## src/rtl/adc_trig_pkg.sv

```systemverilog
package adc_trig_pkg;
  localparam int CODE_W = 4;
  localparam int NUM_EV = 6;

  typedef enum logic [CODE_W-1:0] {
    SEL_ZERO     = 4'd0,
    SEL_PERIOD   = 4'd1,
    SEL_ZERO_PRD = 4'd2,
    SEL_EVEN_UP  = 4'd3,
    SEL_EVEN_DN  = 4'd4,
    SEL_ODD_UP   = 4'd8,
    SEL_ODD_DN   = 4'd9
  } sel_e;

  typedef struct packed {
    logic odd_dn;
    logic odd_up;
    logic even_dn;
    logic even_up;
    logic period;
    logic zero;
  } ev_t;
endpackage

```

## src/rtl/adc_trig_decode.sv

```systemverilog
module adc_trig_decode
  import adc_trig_pkg::*;
(
  input  logic [CODE_W-1:0] code,
  input  ev_t               ev,
  output logic              hit
);
  always_comb begin
    unique case (code)
      SEL_ZERO:     hit = ev.zero;
      SEL_PERIOD:   hit = ev.period;
      SEL_ZERO_PRD: hit = ev.zero | ev.period;
      SEL_EVEN_UP:  hit = ev.even_up;
      SEL_EVEN_DN:  hit = ev.even_dn;
      SEL_ODD_UP:   hit = ev.odd_up;
      SEL_ODD_DN:   hit = ev.odd_dn;
      default:      hit = 1'b0;
    endcase
  end
endmodule

```

## src/rtl/adc_trig_ctl.sv

```systemverilog
module adc_trig_ctl (
  input  logic clk,
  input  logic rst_n,
  input  logic arm_set,
  input  logic arm_clr,
  input  logic pulse_set,
  input  logic flag_clr,
  output logic armed_q,
  output logic flag_q
);
  logic armed_d;
  logic armed_ce;
  logic flag_d;
  logic flag_ce;

  // Arming: disarm wins when both strobes coincide.
  always_comb begin
    armed_ce = arm_set | arm_clr;
    armed_d  = arm_set & ~arm_clr;
  end

  // Sticky flag: a new pulse wins over a clear.
  always_comb begin
    flag_ce = pulse_set | flag_clr;
    flag_d  = pulse_set;
  end

  always_ff @(posedge clk or negedge rst_n) begin
    if (!rst_n) begin
      armed_q <= 1'b0;
      flag_q  <= 1'b0;
    end else begin
      if (armed_ce) armed_q <= armed_d;
      if (flag_ce)  flag_q  <= flag_d;
    end
  end

  a_r8_disarm_wins: assert property (@(posedge clk) disable iff (!rst_n)
    (arm_set && arm_clr) |=> !armed_q);

  a_r10_set_beats_clear: assert property (@(posedge clk) disable iff (!rst_n)
    (pulse_set && flag_clr) |=> flag_q);
endmodule

```

## src/rtl/adc_trig_sel.sv

```systemverilog
module adc_trig_sel
  import adc_trig_pkg::*;
(
  input  logic              clk,
  input  logic              rst_n,
  input  logic              ev_zero,
  input  logic              ev_period,
  input  logic              ev_even_cmp_up,
  input  logic              ev_even_cmp_dn,
  input  logic              ev_odd_cmp_up,
  input  logic              ev_odd_cmp_dn,
  input  logic [CODE_W-1:0] sel_code,
  input  logic              arm_set,
  input  logic              arm_clr,
  input  logic              flag_clr,
  output logic              adc_start,
  output logic              trig_flag,
  output logic              armed
);
  ev_t  ev;
  logic sel_hit;
  logic fire;
  logic start_q;
  logic start_d;

  always_comb begin
    ev.zero    = ev_zero;
    ev.period  = ev_period;
    ev.even_up = ev_even_cmp_up;
    ev.even_dn = ev_even_cmp_dn;
    ev.odd_up  = ev_odd_cmp_up;
    ev.odd_dn  = ev_odd_cmp_dn;
  end

  adc_trig_decode u_decode (
    .code (sel_code),
    .ev   (ev),
    .hit  (sel_hit)
  );

  adc_trig_ctl u_ctl (
    .clk       (clk),
    .rst_n     (rst_n),
    .arm_set   (arm_set),
    .arm_clr   (arm_clr),
    .pulse_set (fire),
    .flag_clr  (flag_clr),
    .armed_q   (armed),
    .flag_q    (trig_flag)
  );

  always_comb begin
    fire    = sel_hit & armed;
    start_d = fire;
  end

  always_ff @(posedge clk or negedge rst_n) begin
    if (!rst_n) start_q <= 1'b0;
    else        start_q <= start_d;
  end

  assign adc_start = start_q;

  a_r6_reserved_silent: assert property (@(posedge clk) disable iff (!rst_n)
    adc_start |-> ($past(sel_code) inside {4'd0, 4'd1, 4'd2, 4'd3, 4'd4, 4'd8, 4'd9}));

  a_r8_needs_armed: assert property (@(posedge clk) disable iff (!rst_n)
    adc_start |-> $past(armed));

  a_r7_needs_event: assert property (@(posedge clk) disable iff (!rst_n)
    adc_start |-> $past(ev_zero | ev_period | ev_even_cmp_up | ev_even_cmp_dn
                        | ev_odd_cmp_up | ev_odd_cmp_dn));

  a_r9_flag_with_pulse: assert property (@(posedge clk) disable iff (!rst_n)
    adc_start |-> trig_flag);

  a_r9_flag_holds: assert property (@(posedge clk) disable iff (!rst_n)
    $fell(trig_flag) |-> $past(flag_clr));
endmodule

```

## config.mk

```make
export PLATFORM = sky130hd
export DESIGN_NAME = adc_trig_sel
export DESIGN_NICKNAME = d
export VERILOG_FILES = /design/src/rtl/adc_trig_pkg.sv /design/src/rtl/adc_trig_decode.sv /design/src/rtl/adc_trig_ctl.sv /design/src/rtl/adc_trig_sel.sv
export SDC_FILE = /design/constraint.sdc
export NUM_CORES = 1
export LEC_CHECK = 0
export CORE_AREA = 2 2 39 41
export DETAILED_ROUTE_END_ITERATION = 10
export DIE_AREA = 0 0 41 43
export DONT_BUFFER_PORTS = 1
export PLACE_DENSITY_LB_ADDON = 0.15
export SETUP_SLACK_MARGIN = 0.3
export SLEW_MARGIN = 20
export SYNTH_ARGS = -nofsm -noshare
export SYNTH_HDL_FRONTEND = slang
export SYNTH_SLANG_ARGS = --single-unit
```

## constraint.sdc

```tcl
create_clock -name clk -period 1.3 [get_ports clk]
set_input_delay 0.39 -clock clk [delete_from_list [all_inputs] [get_ports clk]]
set_output_delay 0.39 -clock clk [all_outputs]
set_load 0.005 [all_outputs]
```

==> run_results.csv, run 1 <==
group,metric,value,unit
outcome,outcome,"completed",
critical_path,r2r_slack,0.47,ns
route,top_layer,"met3",
route,wirelength_met1,195,um
critical_path,cp-start-kind,"register",
route,wl_met2,192,um
logic_synthesis,synth_top_family_by_area,"simple AND/OR/NAND/NOR gates",
route,dr.pass1.iters,1,
logic_synthesis,synth_top_area_cell,"dfrtp_1",
route,vias_per_cell,4.19,
placed_design,placed_cells,38,
clock_network,htree_levels,1,
layout,area_growth,31.9,%
logic_synthesis,synth_warnings,0,
layout,num-nets-final,43,
logic_synthesis,synth_fa_ha_area_share,0,%
logic_synthesis,synth_edf_count,0,
route,dr_total_vias,180,
placed_design,dp_slack,0.116,ns
floorplanning,initial_utilization,12.7,%
placed_design,dp_hpwl,383,um
route,remaining_drc_errors,0,
clock_network,cts_tree,"built",
critical_path,cp.arrival,0.64,ns
timing,hold_violations,0,
pwr,power.leakage,0.102,nW
global_routing,gr-total-overflow,0,
clock_network,worstSkewPairLatency,0.23,ns
global_routing,antenna_found_initial,0,
timing,worst_pin_slew,0.335,ns
logic_synthesis,synth-compound-area-share,23.4,%
pwr,ir_drop,0.000408,V
clock_network,cts_buffers,3,
critical_path,crit_path_max_fanout,3,
global_routing,grt_pass1_wl,621,um
floorplanning,rows,14,
timing,tns,0,ns
logic_synthesis,syn_nets,37,
critical_path,crit_start,"u_ctl.armed_q",
route,drtIter0Drc,0,
critical_path,critical_path_depth,0,
layout,n_antenna_cell,0,
global_routing,grt_util_all_layers,6.43,%
critical_path,worstPathRequired,0.91,ns
timing,fmax,0.971,GHz
layout,nFillCells,153,
logic_synthesis,synthFlopType,"dfrtp_1",
logic_synthesis,synthArstFlopShare,100,%
run,max_cap_viol_count,0,
timing,maxSlewHeadroom,77.5,%
logic_synthesis,synth_mux_area_share,0,%
logic_synthesis,synth_xor_area_share,0,%
critical_path,r2r_end,"u_ctl.flag_q",
layout,final_cells,43,
critical_path,crit_end,"armed",
logic_synthesis,synth_common_cells,"4 x inv_1, 4 x nor2_1, 3 x dfrtp_1, 2 x nor2b_1, 2 x nor3_1",
logic_synthesis,ys_ff_latch,3,
route,wl_per_cell,10.5,um
logic_synthesis,seq_area_frac_synth,42.6,%
floorplanning,die_area,1760,um^2
logic_synthesis,syn_avg_cell_area,8.02,um^2
critical_path,timing.rr.start,"u_ctl.armed_q",
logic_synthesis,synth.area.top_cells,"dfrtp_1 43%, inv_1 8.5%, nor2_1 8.5%, nor2b_1 7.1%, nor3_1 5.7%",
layout,layout-drive-gt1-share,11.1,%
logic_synthesis,netlist_area,176,um^2
critical_path,end_kind,"primary output",
pwr,total_power,0.288,mW
timing,fin_ws,0.270,ns
route,antenna_left,0,
timing,final_max_slew_viol_count,0,
floorplanning,die_h,43,um
global_routing,grt_max_degree,6,
floorplanning,die_w,41,um
clock_network,clock_path_buffers,2,
timing,setup_viol,0,
timing,whs,0.222,ns
floorplanning,io_pins,18,
timing,layout_min_cycle_time,1.03,ns
placed_design,portBuffers,0,
placed_design,gp_congestion,0.514,
logic_synthesis,synth_top_area_share,42.6,%
route,drt-total-wl,453,um
clock_network,path_clk_slew,0.04,ns
worst_hold_path,hold_class,"in -> reg",
floorplanning,core-area,1380,um^2
clock_network,cts_setup_buffers,0,
logic_synthesis,syn_inst,22,
global_routing,grt_pass1_vias,185,
clock_network,ctsRootBufferMaster,"clkbuf_4",
clock_network,cts_sinks,3,
logic_synthesis,synthDistinctLibCells,12,
pwr,power.density,1240,nW/um^2
critical_path,worstSetupPathType,"reg -> out",
timing,rsz0062_at_grt,"true",
timing,fin_crit_sh,79.2,%
logic_synthesis,yosys.area_share.simple,25.5,%
critical_path,reg2regPathDepth,2,
route,wl_met3,65,um
timing,fin_skew,0.00362,ns
where the power goes:
group / switching (mW) / internal [mW] / leakage (nW)
combinational: 0.0107 / 0.0127 / 0.0468
sequential: 0.00490 / 0.0994 / 0.0398
clock: 0.0453 / 0.115 / 0.0150
total: 0.0609 / 0.227 / 0.102
layout by cell type (no fill, tap or decap):
master / n
a21oi_1: 1
a221oi_1: 1
clkbuf_1: 1
clkbuf_4: 3
dfrtp_1: 3
dlygate4sd3_1: 1
inv_1: 4
nor2_1: 4
nor2b_1: 2
nor3_1: 2
nor3b_1: 1
o2111ai_1: 1
o21ai_0: 1
o22ai_1: 1
o31ai_1: 1
flip-flops by register name (all words and copies together), names as in the netlist:
name and cells:
adc_start 1, u_ctl.flag_q 1, u_ctl.armed_q 1
metal layers:
layer,track usage [%],vias up
met4,8.00,0
met5,0,-
met2,8.44,18
li1,-,86
met3,4.71,0
met1,5.14,76
stage by stage:
step | utilization, % | area (um^2)
2_1_floorplan | - | 176
3_3_place_gp | 14.2 | 196
3_5_place_dp | 14.2 | 196
4_1_cts | 16.8 | 233
5_1_grt | 16.8 | 233
6_report | 16.8 | 233
cells by family after synthesis:
kind of cell,Yosys count
AOI/OAI and AO/OA,6
buffers and inverters,4
DFF,3
and+or+nand+nor,9
worst min path at each step:
stage / startpoint / endpoint / slack, ns / cells past startpoint
6_report: arm_clr / u_ctl.armed_q / 0.22 / 1
5_1_grt: arm_clr / u_ctl.armed_q / 0.21 / 1
4_1_cts: arm_clr / u_ctl.armed_q / 0.21 / 1
3_5_place_dp: rst_n / u_ctl.flag_q / 0.09 / 0
3_3_place_gp: rst_n / u_ctl.armed_q / 0.09 / 0
2_1_floorplan: rst_n / adc_start / 0.09 / 0
final cells by class:
class                      instances  area, um^2  share of cell area, %
multi-input combinational         15        86.3                   37.1
sequential                         3        75.1                   32.3
clock buffer                       4        26.3                   11.3
tap                               16        20.0                   8.60
inverter                           4        15.0                   6.45
timing repair buffer               1        10.0                   4.30
what timing repair did:
action                                 in CTS  in global routing
setup endpoints to repair                   3                  3
gates resized for setup                     0                  0
endpoints found under the hold margin       3                  0
hold buffers                                1                  0
(Power assumes the default switching activity.)
==> inputs of run 2 (changes only) <==
==> constraint.sdc (replaced) <==
create_clock -name clk -period 1 [get_ports clk]
set_input_delay 0.3 -clock clk [delete_from_list [all_inputs] [get_ports clk]]
set_output_delay 0.3 -clock clk [all_outputs]
set_load 0.005 [all_outputs]
==> run 2 against run 1 <==
Against the previous run: final area grew 2.2%; clock power rose by 30%; setup slack lost 0.21 ns; final cell count did not move; core utilization increased by 0.36 points; count of clock-buffer cells in the layout unchanged; global-route usage stayed put; non-clock buffer count unchanged; combinational power is 35% higher; highest routed layer unchanged.
==> run_results.csv, run 2 (synthesis gave the netlist of run 1 again) <==
group,metric,value,unit
floorplanning,die_w,41,um
timing,fin_ws,0.0599,ns
route,dr.pass1.iters,1,
floorplanning,io_pins,18,
layout,layout-drive-gt1-share,14.8,%
layout,fin_util,17.2,%
worst_hold_path,hold_class,"in -> reg",
placed_design,portBuffers,0,
clock_network,worstSkewPairLatency,0.23,ns
global_routing,grt_pass1_wl,621,um
pwr,power.switching,0.0801,mW
clock_network,cts_setup_buffers,0,
critical_path,r2r_end,"u_ctl.flag_q",
route,drtIter0Drc,0,
route,remaining_drc_errors,0,
layout,multi_input_area,91.3,um^2
clock_network,ctsRootBufferMaster,"clkbuf_4",
placed_design,gp_congestion,0.514,
layout,mostFrequentLayoutCells,"4 x inv_1, 4 x nor2_1, 3 x dfrtp_1, 3 x clkbuf_4, 2 x nor2b_1",
route,vias_per_cell,4.16,
placed_design,dp_slack,-0.0942,ns
layout,num-nets-final,43,
timing,fin_crit_sh,94.0,%
outcome,outcome,"completed",
global_routing,antenna_found_initial,0,
floorplanning,die_h,43,um
worst_hold_path,min-delay-start,"arm_clr",
floorplanning,rows,14,
critical_path,timing.rr.start,"u_ctl.armed_q",
floorplanning,core-area,1380,um^2
route,drt-total-wl,463,um
layout,n_antenna_cell,0,
timing,fin_skew,0.00362,ns
timing,rsz0062_at_grt,"true",
floorplanning,initial_utilization,12.7,%
layout,seqCellArea,75.1,um^2
floorplanning,die_area,1760,um^2
critical_path,worstPathRequired,0.70,ns
global_routing,grt_util_all_layers,6.43,%
route,antenna_left,0,
timing,layout_min_cycle_time,0.940,ns
run,max_cap_viol_count,0,
critical_path,worstSetupPathType,"reg -> out",
critical_path,reg2regPathDepth,2,
timing,worst_pin_slew,0.292,ns
clock_network,path_clk_slew,0.04,ns
critical_path,end_kind,"primary output",
pwr,power.leakage,0.103,nW
global_routing,grt_max_degree,6,
placed_design,dp_hpwl,383,um
global_routing,gr-total-overflow,0,
clock_network,clock_path_buffers,2,
timing,hold_violations,0,
layout,nFillCells,151,
pwr,p_comb_share,8.4,%
clock_network,cts_buffers,3,
timing,setup_viol,0,
clock_network,cts_tree,"built",
pwr,ir_drop,0.000530,V
worst_hold_path,hold_depth,1,
route,wl_per_cell,10.8,um
pwr,power.density,1580,nW/um^2
critical_path,r2r_slack,0.17,ns
pwr,power_switching_share,21.3,%
pwr,p_int,0.295,mW
timing,fmax,1.06,GHz
layout,area_growth,34.8,%
pwr,clkPwrFrac,55.5,%
clock_network,htree_levels,1,
critical_path,crit_path_max_fanout,3,
timing,tns,0,ns
timing,whs,0.132,ns
critical_path,cp.arrival,0.64,ns
pwr,seqPwrFrac,36.1,%
timing,final_max_slew_viol_count,0,
critical_path,cp-start-kind,"register",
worst_hold_path,min_to,"u_ctl.armed_q",
timing,maxSlewHeadroom,80.5,%
clock_network,cts_sinks,3,
route,dr_total_vias,179,
global_routing,grt_pass1_vias,184,
## run 2: cell counts in the layout (fill, tap and decap cells not counted)
Identical to the previous run, type by type.
## run 2: how the worst max path moves through the flow
stage | cells past startpoint | end | from | slack [ns]
floorplan | 4 | u_ctl.flag_q | sel_code[0] | 0.08
global placement | 4 | u_ctl.flag_q | sel_code[0] | -0.07
detailed placement | 4 | u_ctl.flag_q | sel_code[0] | -0.09
CTS | 0 | armed | u_ctl.armed_q | 0.05
global route | 0 | armed | u_ctl.armed_q | 0.03
finish | 0 | armed | u_ctl.armed_q | 0.06
## run 2: worst reg2reg max path, stage by stage, from the launching register on
cell and delay (ns):
dfrtp_1 0.41, o2111ai_1 0.18, o22ai_1 0.11
## run 2: metal layers
metal | up-vias | track usage (%) | wire, um | share of wire [%]
li1 | 86 | - | - | -
met1 | 75 | 5.14 | 200 | 43
met2 | 18 | 8.44 | 195 | 42
met3 | 0 | 4.71 | 67 | 14
met4 | 0 | 8.00 | 0 | 0
met5 | - | 0 | 0 | 0
## run 2: stage by stage
stage	cells	cell area [um^2]	power [mW]
floorplan	22	176	0.157
global placement	38	196	0.163
detailed placement	38	196	0.163
CTS	43	238	0.389
global route	43	238	0.413
finish	43	238	0.375
## run 2: power by group through the flow
stage / Sequential (mW) / Combinational (mW) / Clock (mW)
3_5_place_dp: 0.137 / 0.0260 / 0
6_report: 0.136 / 0.0315 / 0.208
2_1_floorplan: 0.135 / 0.0223 / 0
3_3_place_gp: 0.137 / 0.0260 / 0
4_1_cts: 0.136 / 0.0319 / 0.221
5_1_grt: 0.136 / 0.0358 / 0.241
## run 2: timing repair
item	4_1_cts	5_1_grt
gates resized for setup	1	0
endpoints found under the hold margin	3	0
setup endpoints to repair	5	6
hold buffers	1	0
## run 2: layout make-up
cell class	instances	share of cell area [%]
clock buffer	4	11.1
multi-input combinational	15	38.4
tap	16	8.42
sequential	3	31.6
timing repair buffer	1	4.21
inverter	4	6.32
